<file path="config.mk">
export PLATFORM = sky130hd
export DESIGN_NAME = data_break_ctrl
export DESIGN_NICKNAME = d
export VERILOG_FILES = /design/src/rtl/dbk_pkg.sv /design/src/rtl/dbk_fsm.sv /design/src/rtl/dbk_datapath.sv /design/src/rtl/data_break_ctrl.sv
export SDC_FILE = /design/constraint.sdc
export NUM_CORES = 1
export LEC_CHECK = 0
export BUFFER_PORTS_ARGS = -buffer_cell sky130_fd_sc_hd__clkbuf_2
export CORE_MARGIN = 1.5
export CORE_UTILIZATION = 30
export CTS_BUF_LIST = sky130_fd_sc_hd__clkbuf_8 sky130_fd_sc_hd__clkbuf_16
export DETAILED_ROUTE_END_ITERATION = 12
export GPL_TIMING_DRIVEN = 0
export PLACE_DENSITY = 0.5
export SETUP_SLACK_MARGIN = 0.02
export SLEW_MARGIN = 20
export SYNTH_ARGS = -nofsm -noshare
export SYNTH_HDL_FRONTEND = slang
export SYNTH_HIERARCHICAL = 1
export SYNTH_SLANG_ARGS = --single-unit
</file>
<file path="constraint.sdc">
create_clock -name clk -period 2.49 [get_ports clk]
set_input_delay 0.1245 -clock clk [delete_from_list [all_inputs] [get_ports clk]]
set_output_delay 0.1245 -clock clk [all_outputs]
set_load 0.03 [all_outputs]
</file>
<file path="src/rtl/dbk_pkg.sv">
package dbk_pkg;
  typedef enum logic [2:0] {
    ST_IDLE,
    ST_WC_RD,
    ST_WC_WR,
    ST_PT_RD,
    ST_PT_WR,
    ST_DAT_A,
    ST_DAT_B
  } dbk_state_e;
endpackage

</file>
<file path="src/rtl/dbk_fsm.sv">
module dbk_fsm
  import dbk_pkg::*;
(
  input  logic       clk,
  input  logic       rst_n,
  input  logic       dev_req,
  input  logic       dev_mode,
  output dbk_state_e st,
  output logic       acc,
  output logic       fin
);
  // acceptance event: only an idle controller takes a request
  assign acc = (st == ST_IDLE) && dev_req;
  // last stolen clock
  assign fin = (st == ST_DAT_B);

  always_ff @(posedge clk) begin
    if (!rst_n) begin
      st <= ST_IDLE;
    end else begin
      unique case (st)
        ST_IDLE:  if (acc) st <= dev_mode ? ST_DAT_A : ST_WC_RD;
        ST_WC_RD: st <= ST_WC_WR;
        ST_WC_WR: st <= ST_PT_RD;
        ST_PT_RD: st <= ST_PT_WR;
        ST_PT_WR: st <= ST_DAT_A;
        ST_DAT_A: st <= ST_DAT_B;
        ST_DAT_B: st <= ST_IDLE;
        default:  st <= ST_IDLE;
      endcase
    end
  end

  // never leave idle without a request
  a_r2_leave_idle_on_req: assert property (@(posedge clk) disable iff (!rst_n)
    (st != ST_IDLE && $past(st) == ST_IDLE) |-> $past(dev_req));
endmodule

</file>
<file path="src/rtl/dbk_datapath.sv">
module dbk_datapath
  import dbk_pkg::*;
#(
  parameter int DW = 12,
  parameter int AW = 12
) (
  input  logic          clk,
  input  logic          rst_n,
  input  dbk_state_e    st,
  input  logic          acc,
  input  logic          fin,
  input  logic          dev_mode,
  input  logic          dev_dir,
  input  logic [AW-1:0] dev_base,
  input  logic [AW-1:0] dev_addr,
  input  logic [DW-1:0] dev_wdata,
  input  logic [DW-1:0] mem_rdata,
  output logic          mem_en,
  output logic          mem_we,
  output logic [AW-1:0] mem_addr,
  output logic [DW-1:0] mem_wdata,
  output logic          dev_grant,
  output logic [DW-1:0] dev_rdata,
  output logic          dev_rvalid,
  output logic          dev_done
);
  function automatic logic [DW-1:0] count_step(input logic [DW-1:0] v);
    return v + 1'b1;
  endfunction

  function automatic logic [AW-1:0] addr_step(input logic [AW-1:0] v);
    return v + 1'b1;
  endfunction

  logic          mode_q, dir_q, last_q;
  logic [AW-1:0] base_q, ptr_q;
  logic [DW-1:0] wdata_q;

  logic [DW-1:0] cnt_next;
  logic [AW-1:0] ptr_next, ptr_loc;
  logic          data_cyc;

  assign cnt_next = count_step(mem_rdata);
  assign ptr_next = addr_step(mem_rdata[AW-1:0]);
  assign ptr_loc  = addr_step(base_q);
  assign data_cyc = (st == ST_DAT_A);

  always_ff @(posedge clk) begin
    if (!rst_n) begin
      mode_q     <= 1'b0;
      dir_q      <= 1'b0;
      last_q     <= 1'b0;
      base_q     <= '0;
      ptr_q      <= '0;
      wdata_q    <= '0;
      dev_grant  <= 1'b0;
      dev_rdata  <= '0;
      dev_rvalid <= 1'b0;
      dev_done   <= 1'b0;
    end else begin
      dev_grant  <= acc;
      dev_rvalid <= fin && !dir_q;
      dev_done   <= fin && !mode_q && last_q;
      if (acc) begin
        mode_q  <= dev_mode;
        dir_q   <= dev_dir;
        base_q  <= dev_base;
        ptr_q   <= dev_addr;
        wdata_q <= dev_wdata;
        last_q  <= 1'b0;
      end
      if (st == ST_WC_WR) last_q <= (cnt_next == '0);
      if (st == ST_PT_WR) ptr_q  <= ptr_next;
      if (fin && !dir_q)  dev_rdata <= mem_rdata;
    end
  end

  always_comb begin
    mem_en    = 1'b0;
    mem_we    = 1'b0;
    mem_addr  = '0;
    mem_wdata = '0;
    unique case (st)
      ST_WC_RD: begin mem_en = 1'b1; mem_addr = base_q; end
      ST_WC_WR: begin mem_en = 1'b1; mem_we = 1'b1; mem_addr = base_q; mem_wdata = cnt_next; end
      ST_PT_RD: begin mem_en = 1'b1; mem_addr = ptr_loc; end
      ST_PT_WR: begin mem_en = 1'b1; mem_we = 1'b1; mem_addr = ptr_loc; mem_wdata = DW'(ptr_next); end
      ST_DAT_A: begin mem_en = 1'b1; mem_we = dir_q; mem_addr = ptr_q; mem_wdata = wdata_q; end
      default: ;
    endcase
  end

  // every bookkeeping write follows a read of the same location
  a_r3_rmw_pair: assert property (@(posedge clk) disable iff (!rst_n)
    (mem_en && mem_we && !data_cyc) |->
      ($past(mem_en) && !$past(mem_we) && mem_addr == $past(mem_addr)));
  // the data address is the pointer value written one clock before
  a_r6_data_uses_new_ptr: assert property (@(posedge clk) disable iff (!rst_n)
    (data_cyc && !mode_q) |-> (mem_addr == $past(mem_wdata[AW-1:0])));
  // done only in memory-bookkeeping mode
  a_r5_done_mode: assert property (@(posedge clk) disable iff (!rst_n)
    dev_done |-> !mode_q);
  // read strobe only after a read transfer's completion clock
  a_r7_rvalid_after_read: assert property (@(posedge clk) disable iff (!rst_n)
    dev_rvalid |-> $past(fin && !dir_q));
  // single-cycle transfers only touch memory in the data clock
  a_r8_single_data_only: assert property (@(posedge clk) disable iff (!rst_n)
    (mem_en && mode_q && !$past(acc && !dev_mode)) |-> data_cyc);
  // grant is a single pulse following acceptance
  a_r2_grant_pulse: assert property (@(posedge clk) disable iff (!rst_n)
    dev_grant |-> ($past(acc) && $onehot0({dev_grant, dev_rvalid})));
endmodule

</file>
<file path="src/rtl/data_break_ctrl.sv">
module data_break_ctrl #(
  parameter int DW = 12,
  parameter int AW = 12
) (
  input  logic          clk,
  input  logic          rst_n,
  input  logic          dev_req,
  input  logic          dev_mode,
  input  logic          dev_dir,
  input  logic [AW-1:0] dev_base,
  input  logic [AW-1:0] dev_addr,
  input  logic [DW-1:0] dev_wdata,
  output logic          dev_grant,
  output logic [DW-1:0] dev_rdata,
  output logic          dev_rvalid,
  output logic          dev_done,
  output logic          cpu_stall,
  output logic          mem_en,
  output logic          mem_we,
  output logic [AW-1:0] mem_addr,
  output logic [DW-1:0] mem_wdata,
  input  logic [DW-1:0] mem_rdata
);
  import dbk_pkg::*;

  dbk_state_e st;
  logic       acc, fin;

  dbk_fsm u_fsm (
    .clk      (clk),
    .rst_n    (rst_n),
    .dev_req  (dev_req),
    .dev_mode (dev_mode),
    .st       (st),
    .acc      (acc),
    .fin      (fin)
  );

  dbk_datapath #(.DW(DW), .AW(AW)) u_dp (
    .clk        (clk),
    .rst_n      (rst_n),
    .st         (st),
    .acc        (acc),
    .fin        (fin),
    .dev_mode   (dev_mode),
    .dev_dir    (dev_dir),
    .dev_base   (dev_base),
    .dev_addr   (dev_addr),
    .dev_wdata  (dev_wdata),
    .mem_rdata  (mem_rdata),
    .mem_en     (mem_en),
    .mem_we     (mem_we),
    .mem_addr   (mem_addr),
    .mem_wdata  (mem_wdata),
    .dev_grant  (dev_grant),
    .dev_rdata  (dev_rdata),
    .dev_rvalid (dev_rvalid),
    .dev_done   (dev_done)
  );

  // processor held off from acceptance through the last stolen clock
  assign cpu_stall = acc || (st != ST_IDLE);

  // the processor never shares a clock with a stolen access
  a_r9_stall_covers_access: assert property (@(posedge clk) disable iff (!rst_n)
    mem_en |-> cpu_stall);
  // the completion clock is still stolen
  a_r9_stall_completion: assert property (@(posedge clk) disable iff (!rst_n)
    fin |-> (cpu_stall && !mem_en));
endmodule

</file>
==> impl_metrics.toml, run 1 <==
[status]
status = "completed"

[global_route]
met2_usage_pct = 31.4
grt_first_pass_wirelength_um = 18400
met3_usage_pct = 4.74
grt.busiest_layer = "met2"
gr-total-overflow = 0
first_global_vias = 3447
grt_max_degree = 17
antenna_found_initial = 0
grt_use_total_pct = 18.9
use_met1_pct = 24.1

[sta]
rsz0062_at_grt = "no"
fin_crit_ps = 2270
skew_ps = 6.17
max_freq_ghz = 0.440
setup_viol = 0
min_period_over_period_pct = 91.3
fin_tns_setup_ps = 0
maxSlewHeadroom_pct = 41.9
slew_viol_final = 0
worstMarginPinSlew_ps = 872
hold_violations = 0

[clock_tree]
clkLatencyLatePin_ps = 330
cts_max_level = 3
cts_sinks = 57
cts_root_buf = "clkbuf_16"
numCtsBuffers = 9
clkTransAtPathRegs_ps = 60
clock_path_buffers = 2
cts_tree = "done"

[die]
ios = 95
start_util_pct = 30.9
die_w_um = 111
core_sq_um = 11400
row_count = 39
die_h_um = 111
die_area_sq_um = 12400

[route]
drtIter0Drc = 195
dr_total_vias = 3562
wire_per_inst_um = 16.6
viasPerCell = 5.11
first_pass_iters = 5
wl_um = 11600
antenna_left = 0
drc_errors = 0

[worst_setup_path]
critPathRequiredTime_ps = 2370
critPathArrivalTime_ps = 2150
reg2reg_slack_ps = 220
worst_r2r_endpoint = "u_dp/ptr_q[7]"
worst_setup_path_start_kind = "flip-flop"
path_max_fanout = 14
path_class = "reg -> out"
crit_start = "u_fsm/st[2]"
r2r-start = "u_fsm/st[2]"
reg2reg_depth = 6
end_kind = "primary output"

[power_and_ir_drop]
pwr_density_cell_nw_per_um2 = 731
power.leakage_uw = 0.00197
vdd_drop_max_v = 0.000328
p_total_uw = 3320

[min_path]
min_from = "rst_n"
whs_endpoint = "u_fsm/st[1]"
hold_class = "in -> reg"
min_path_cells = 2

[synthesis]
syn_area_sq_um = 3520
avgSynthCellArea_sq_um = 7.85
synth_ff_type = "dfxtp_1"
synth_nets = 505
yosysSeqAreaShare_pct = 32.4
yosysUniqueCellTypes = 49
synth.most_common_cell = "nand2_1"
synthArstFlopShare_pct = 0
synth_top_area_share_pct = 32.4
yosysWarnings = 6
synth-edff-count = 0
syn_inst = 449
synth_common_cells = "nand2_1 (71), dfxtp_1 (57), mux2i_1 (41)"
synth.area.top_cells = "dfxtp_1 (32%), mux2i_1 (12%), nand2_1 (7.6%)"
ys_ff_latch = 57
yosysTopAreaCell = "dfxtp_1"

[placed_design]
place_congestion = 0.838
post_dp_cell_area_sq_um = 4160
portBuffers = 91
dp.cells = 683
dp_hpwl_um = 8630

[layout]
fin_cells = 697
final_area_sq_um = 4540
multi_input_area_sq_um = 2260
diodes = 0
regArea_sq_um = 1140
drive_gt1_share_pct = 23.5
area_growth_pct = 28.9
fin_util_pct = 39.8
nNetsFinal = 605
fillers = 1225

[job]
drv_cap = 0
-- timing repair --
action,4_1_cts,5_1_grt
setup buffers,0,0
hold endpoints to repair,0,0
hold buffers,0,0
endpoints found under the setup margin,14,22
gates resized for setup,4,15
-- report_power, final --
part           internal (uW)  switching [uW]
combinational            299             500
clock                    999             459
sequential               989            73.9
-- per-stage QoR --
stage / hold WS [ps] / worst slack [ps]
after detailed placement: 392 / 95.7
after global routing: 43.7 / 38.6
after CTS: 41.1 / 54.9
final: 43.3 / 216
after global placement: 383 / 160
after floorplan: 242 / 495
-- state kept, by name (all words and copies together), names as in the netlist --
signal           cells
u_dp/base_q         12
u_dp/dev_done        1
u_dp/dev_grant       1
u_dp/dev_rdata      12
u_dp/dev_rvalid      1
u_dp/dir_q           1
u_dp/last_q          1
u_dp/mode_q          1
u_dp/ptr_q          12
u_dp/wdata_q        12
u_fsm/st             3
-- area by class of cell --
class | count | area share, %
plain buffers | 33 | 3.06
clock buffers | 10 | 5.26
clock inverters | 6 | 2.34
inverters | 5 | 0.413
multi-input cells | 352 | 49.7
flip-flops and latches | 57 | 25.2
well taps | 143 | 3.94
repair buffers | 91 | 10.1
-- routing by layer --
layer / routed length (um) / share of wire, %
met5: 0 / 0
met4: 159 / 1.4
met3: 698 / 6.0
met2: 5480 / 47
met1: 5250 / 45
-- worst max-delay path, cell delays in order (launching register included) --
cell and delay [ps]:
dfxtp_2 460, clkbuf_2 330, clkbuf_1 390, nor2_1 140, nand3_1 110, o221ai_1 150, buf_4 220
-- worst max path at each step --
stage,cells past startpoint,slack [ps],to
3_5_place_dp,7,100,mem_addr[2]
5_1_grt,7,40,mem_addr[6]
3_3_place_gp,7,160,mem_addr[9]
4_1_cts,8,50,mem_addr[11]
6_report,6,220,mem_addr[11]
2_1_floorplan,4,500,mem_wdata[7]
-- cells by family after synthesis --
logic type	count (synthesis)	synth area share (%)
and+or+nand+nor	197	28.5
AOI/OAI and AO/OA	96	18.0
DFF	57	32.4
muxes	42	12.0
buffers and inverters	40	4.54
xor gates and xnor gates	14	3.48
adders and majority gates	3	1.07
-- layout by cell type, fill, tap and decap left out, types with 8 or more instances in the layout --
| cell type | instances |
|---|---|
| clkbuf_2 | 91 |
| nand2_1 | 70 |
| dfxtp_1 | 54 |
| mux2i_1 | 41 |
| nor2b_1 | 33 |
| o21ai_0 | 27 |
| nor2_1 | 26 |
| clkbuf_1 | 22 |
| a21oi_1 | 16 |
| a21boi_0 | 12 |
| nand3_1 | 11 |
| nor3_1 | 11 |
| and3_1 | 10 |
| clkbuf_16 | 9 |
| buf_2 | 8 |
| xor2_1 | 8 |
| a22oi_1 | 8 |
Note: power is estimated with default switching activity, not from simulation.
==> run 2: changes to the inputs <==
Settings changed: REMOVE_ABC_BUFFERS set to 1.
==> impl_metrics.toml, run 2 (synthesis gave the netlist of run 1 again) <==
[route]
drc_errors = 0
wl_um = 10900
viasPerCell = 5.13
first_pass_iters = 5
wire_per_inst_um = 16.0
drtIter0Drc = 193
dr_total_vias = 3502
antenna_left = 0

[power_and_ir_drop]
p_int_uw = 2190
pwr_density_cell_nw_per_um2 = 697
power_frac_seq_pct = 34.4
p_comb_share_pct = 24.9
clkPwrFrac_pct = 40.7
power.leakage_uw = 0.00199
vdd_drop_max_v = 0.000371
p_switching_uw = 986
p_sw_share_pct = 31.0

[worst_setup_path]
worst-path-stages = 9
cp_slowest_cell = "dfxtp_4"
crit_buf_inv = 5
cp_top_family = "buffers and inverters"
critPathArrivalTime_ps = 2520
reg2reg_depth = 9
path_class = "reg -> reg"
end_kind = "flip-flop"
cp_common_cell = "buf_2"
path_max_fanout = 17
path_cells = "nor4b_4 -> buf_4 -> buf_4 -> buf_2 -> buf_2 -> buf_2 -> mux2i_1 -> nand2_1 -> and3_1"
max_stage_delay_ps = 430
worst_setup_path_start_kind = "flip-flop"
critPathRequiredTime_ps = 2700

[die]
core_sq_um = 11400
die_area_sq_um = 12400
ios = 95
start_util_pct = 30.9
die_h_um = 111
die_w_um = 111
row_count = 39

[sta]
fin_crit_ps = 2310
slew_viol_final = 0
maxSlewHeadroom_pct = 32.3
rsz0062_at_grt = "no"
hold_violations = 0
setup_viol = 0
setup_slack_ps = 178
max_freq_ghz = 0.433
whs_ps = 58.8
min_period_over_period_pct = 92.8
worstMarginPinSlew_ps = 1020
skew_ps = 6.95

[layout]
layout_commonest_cell = "clkbuf_2"
diodes = 0
drive_gt1_share_pct = 26.9
final_cell_mix = "clkbuf_2 (94), nand2_1 (70), dfxtp_1 (54), mux2i_1 (41), nor2b_1 (30)"
nNetsFinal = 592
fin_cells = 683
area_growth_pct = 29.4

[placed_design]
portBuffers = 94
dp_hpwl_um = 7420
pre_cts_ws_ps = -888
dp.cells = 659
place_congestion = 0.820

[global_route]
grt_use_total_pct = 16.9
grt_max_degree = 58
antenna_found_initial = 0
first_global_vias = 3218
grt_first_pass_wirelength_um = 16800
gr-total-overflow = 0

[clock_tree]
clkTransAtPathRegs_ps = 50
cts_tree = "done"
clkLatencyLatePin_ps = 330
cts_root_buf = "clkbuf_16"
cts_max_level = 3
numCtsBuffers = 9
clock_path_buffers = 2
cts_sinks = 57

[min_path]
hold_class = "in -> reg"
min_path_cells = 3

[job]
drv_cap = 0

[status]
status = "completed"
-- run 2: routing by layer --
metal  global-route usage [%]  routed length, um  share of wire [%]
met1                     22.2               4980                 46
met2                     27.4               5100                 47
met4                     3.71                 96               0.88
met3                     5.01                764                7.0
met5                        0                  0                  0
-- run 2: power by group through the flow --
stage | Combinational, uW | Clock (uW) | Sequential (uW)
after global routing | 871 | 1370 | 1100
final | 792 | 1290 | 1090
after CTS | 733 | 1330 | 1110
after global placement | 756 | 0 | 1120
after floorplan | 522 | 0 | 1090
after detailed placement | 721 | 0 | 1120
-- run 2: per-stage QoR --
stage               cell area (sq um)  total power [uW]  utilization (%)  setup TNS [ps]
finish                           4560              3180             39.9               0
global route                     4560              3340             39.9               0
CTS                              4450              3170             38.9           -1160
detailed placement               4090              1840             35.8          -22830
global placement                 4030              1870             35.3         -321450
floorplan                        3380              1610                -         -195080
-- run 2: what timing repair did --
item / CTS / global route
hold buffers: 0 / 0
setup endpoints to repair: 65 / 14
cloned: 0 / 0
pin swaps: 1 / 0
resized for setup: 12 / 8
buffers inserted: 1 / 8
-- run 2: final timing paths --
check / startpoint / end / slack (ps)
max: u_fsm/st[2] / u_dp/ptr_q[0] / 180
min: dev_wdata[6] / u_dp/wdata_q[6] / 60
max reg2reg: u_fsm/st[2] / u_dp/ptr_q[0] / 180
min reg2reg: u_dp/mode_q / u_dp/dev_done / 420
-- run 2: worst register-to-register path, cell delays in order (launching register included) --
cell,delay (ps)
dfxtp_4,430
nor4b_4,330
buf_4,200
buf_4,170
buf_2,210
buf_2,240
buf_2,190
mux2i_1,190
nand2_1,60
and3_1,170
-- run 2: layout make-up --
class / instances / area, sq um
Tap cell: 143 / 179
Fill cell: 1214 / 6860
Inverter: 5 / 22.5
Timing Repair Buffer: 111 / 602
Clock inverter: 2 / 35.0
Multi-Input combinational cell: 352 / 2290
Sequential cell: 57 / 1150
Clock buffer: 13 / 280
==> run 3: changes to the inputs <==
Settings changed: CORE_ASPECT_RATIO set to 0.8, PLACE_DENSITY 0.5 to 0.56.
==> impl_metrics.toml, run 3 (synthesis gave the netlist of run 1 again) <==
[die]
die_area_sq_um = 12400
ios = 95
die_w_um = 124
die_h_um = 100
start_util_pct = 30.7
core_sq_um = 11500
row_count = 35

[sta]
min_period_over_period_pct = 93.8
maxSlewHeadroom_pct = 37.6
fin_crit_ps = 2330
max_freq_ghz = 0.428
skew_ps = 5.69
hold_violations = 0
slew_viol_final = 0
worstMarginPinSlew_ps = 936
setup_slack_ps = 155
fin_tns_setup_ps = 0
rsz0062_at_grt = "no"
setup_viol = 0

[route]
dr_total_vias = 3490
wire_per_inst_um = 15.9
drtIter0Drc = 216
antenna_left = 0
wl_um = 10900
viasPerCell = 5.10
drc_errors = 0
first_pass_iters = 5

[placed_design]
dp_hpwl_um = 7520
post_dp_cell_area_sq_um = 4090
portBuffers = 94
place_congestion = 0.848
pre_cts_ws_ps = -824

[global_route]
grt_use_total_pct = 18.0
antenna_found_initial = 0
grt_max_degree = 58
first_global_vias = 3215
grt_first_pass_wirelength_um = 16900
gr-total-overflow = 0

[min_path]
hold_class = "in -> reg"
min_from = "dev_base[8]"
min_path_cells = 3
whs_endpoint = "u_dp/base_q[8]"

[power_and_ir_drop]
p_sw_share_pct = 32.4
power_frac_seq_pct = 35.7
p_total_uw = 3070
vdd_drop_max_v = 0.000289
p_switching_uw = 994
power.leakage_uw = 0.00196
p_int_uw = 2070
clkPwrFrac_pct = 39.3
p_comb_share_pct = 25.0
pwr_density_cell_nw_per_um2 = 682

[layout]
final_area_sq_um = 4500
nNetsFinal = 587
area_growth_pct = 27.7
fin_util_pct = 39.2
drive_gt1_share_pct = 26.1
diodes = 0
layout_commonest_cell = "clkbuf_2"
final_cell_mix = "clkbuf_2 (93), nand2_1 (70), dfxtp_1 (53), mux2i_1 (41), nor2b_1 (30)"

[clock_tree]
cts_tree = "done"
ctsHoldBuffers = 0
cts_root_buf = "clkbuf_16"
cts_sinks = 57
clkLatencyLatePin_ps = 340
cts_max_level = 3
clock_path_buffers = 2
numCtsBuffers = 9
clkTransAtPathRegs_ps = 50

[worst_setup_path]
worst_r2r_endpoint = "u_dp/ptr_q[5]"
reg2reg_slack_ps = 220
critPathArrivalTime_ps = 2210
r2r-start = "u_fsm/st[1]"
path_class = "reg -> out"
worst_setup_path_start_kind = "flip-flop"
path_max_fanout = 30
end_kind = "primary output"
reg2reg_depth = 8
critPathRequiredTime_ps = 2370

[status]
status = "completed"

[job]
drv_cap = 0
[run 3: timing repair]
item / in CTS / in global routing
buffers inserted: 2 / 2
pin swaps: 1 / 0
setup endpoints to repair: 59 / 14
resized for setup: 15 / 6
[run 3: worst max-delay path by stage]
stage	start	end	slack, ps	cells after the start
finish	u_fsm/st[1]	mem_addr[5]	160	6
global route	u_fsm/st[0]	mem_addr[8]	30	7
CTS	u_fsm/st[2]	mem_addr[7]	30	6
detailed placement	u_fsm/st[2]	mem_addr[7]	-820	6
global placement	u_fsm/st[0]	u_dp/ptr_q[11]	-7970	4
floorplan	u_fsm/st[0]	u_dp/ptr_q[11]	-5110	4
[run 3: worst max-delay path: stages (launching register included)]
cell      delay (ps)
dfxtp_4          580
nand2b_1         360
nor2_4           110
nor2_1           250
nor3_1            90
a211o_1          280
clkbuf_2         180
[run 3: layout make-up]
class                      instances  area [sq um]
clock buffer                      13           280
clock inverter                     3          13.8
fill                            1207          6970
inverter                           5          22.5
multi-input combinational        352          2290
sequential                        57          1150
tap                              148           185
timing repair buffer             106           554
[run 3: power by group through the flow]
stage,registers [uW],logic [uW],clock network (uW)
floorplan,1090,522,0
global placement,1110,754,0
detailed placement,1120,721,0
CTS,1110,737,1230
global route,1110,844,1290
finish,1100,767,1200
[run 3: stage by stage]
step / std cells / hold slack [ps]
floorplan: 414 / 242
finish: 684 / 47.2
detailed placement: 665 / 392
global placement: 656 / 383
global route: 684 / 45.5
CTS: 683 / 39.7
[run 3: metal layers]
| metal | wire length (um) | up-vias | track usage (%) | part of all wire [%] |
|---|---|---|---|---|
| met5 | 0 | - | 0 | 0 |
| met4 | 112 | 0 | 5.24 | 1.0 |
| met3 | 878 | 11 | 5.91 | 8.1 |
| met2 | 4440 | 128 | 25.1 | 41 |
| met1 | 5440 | 1599 | 26.1 | 50 |
| li1 | - | 1752 | - | - |
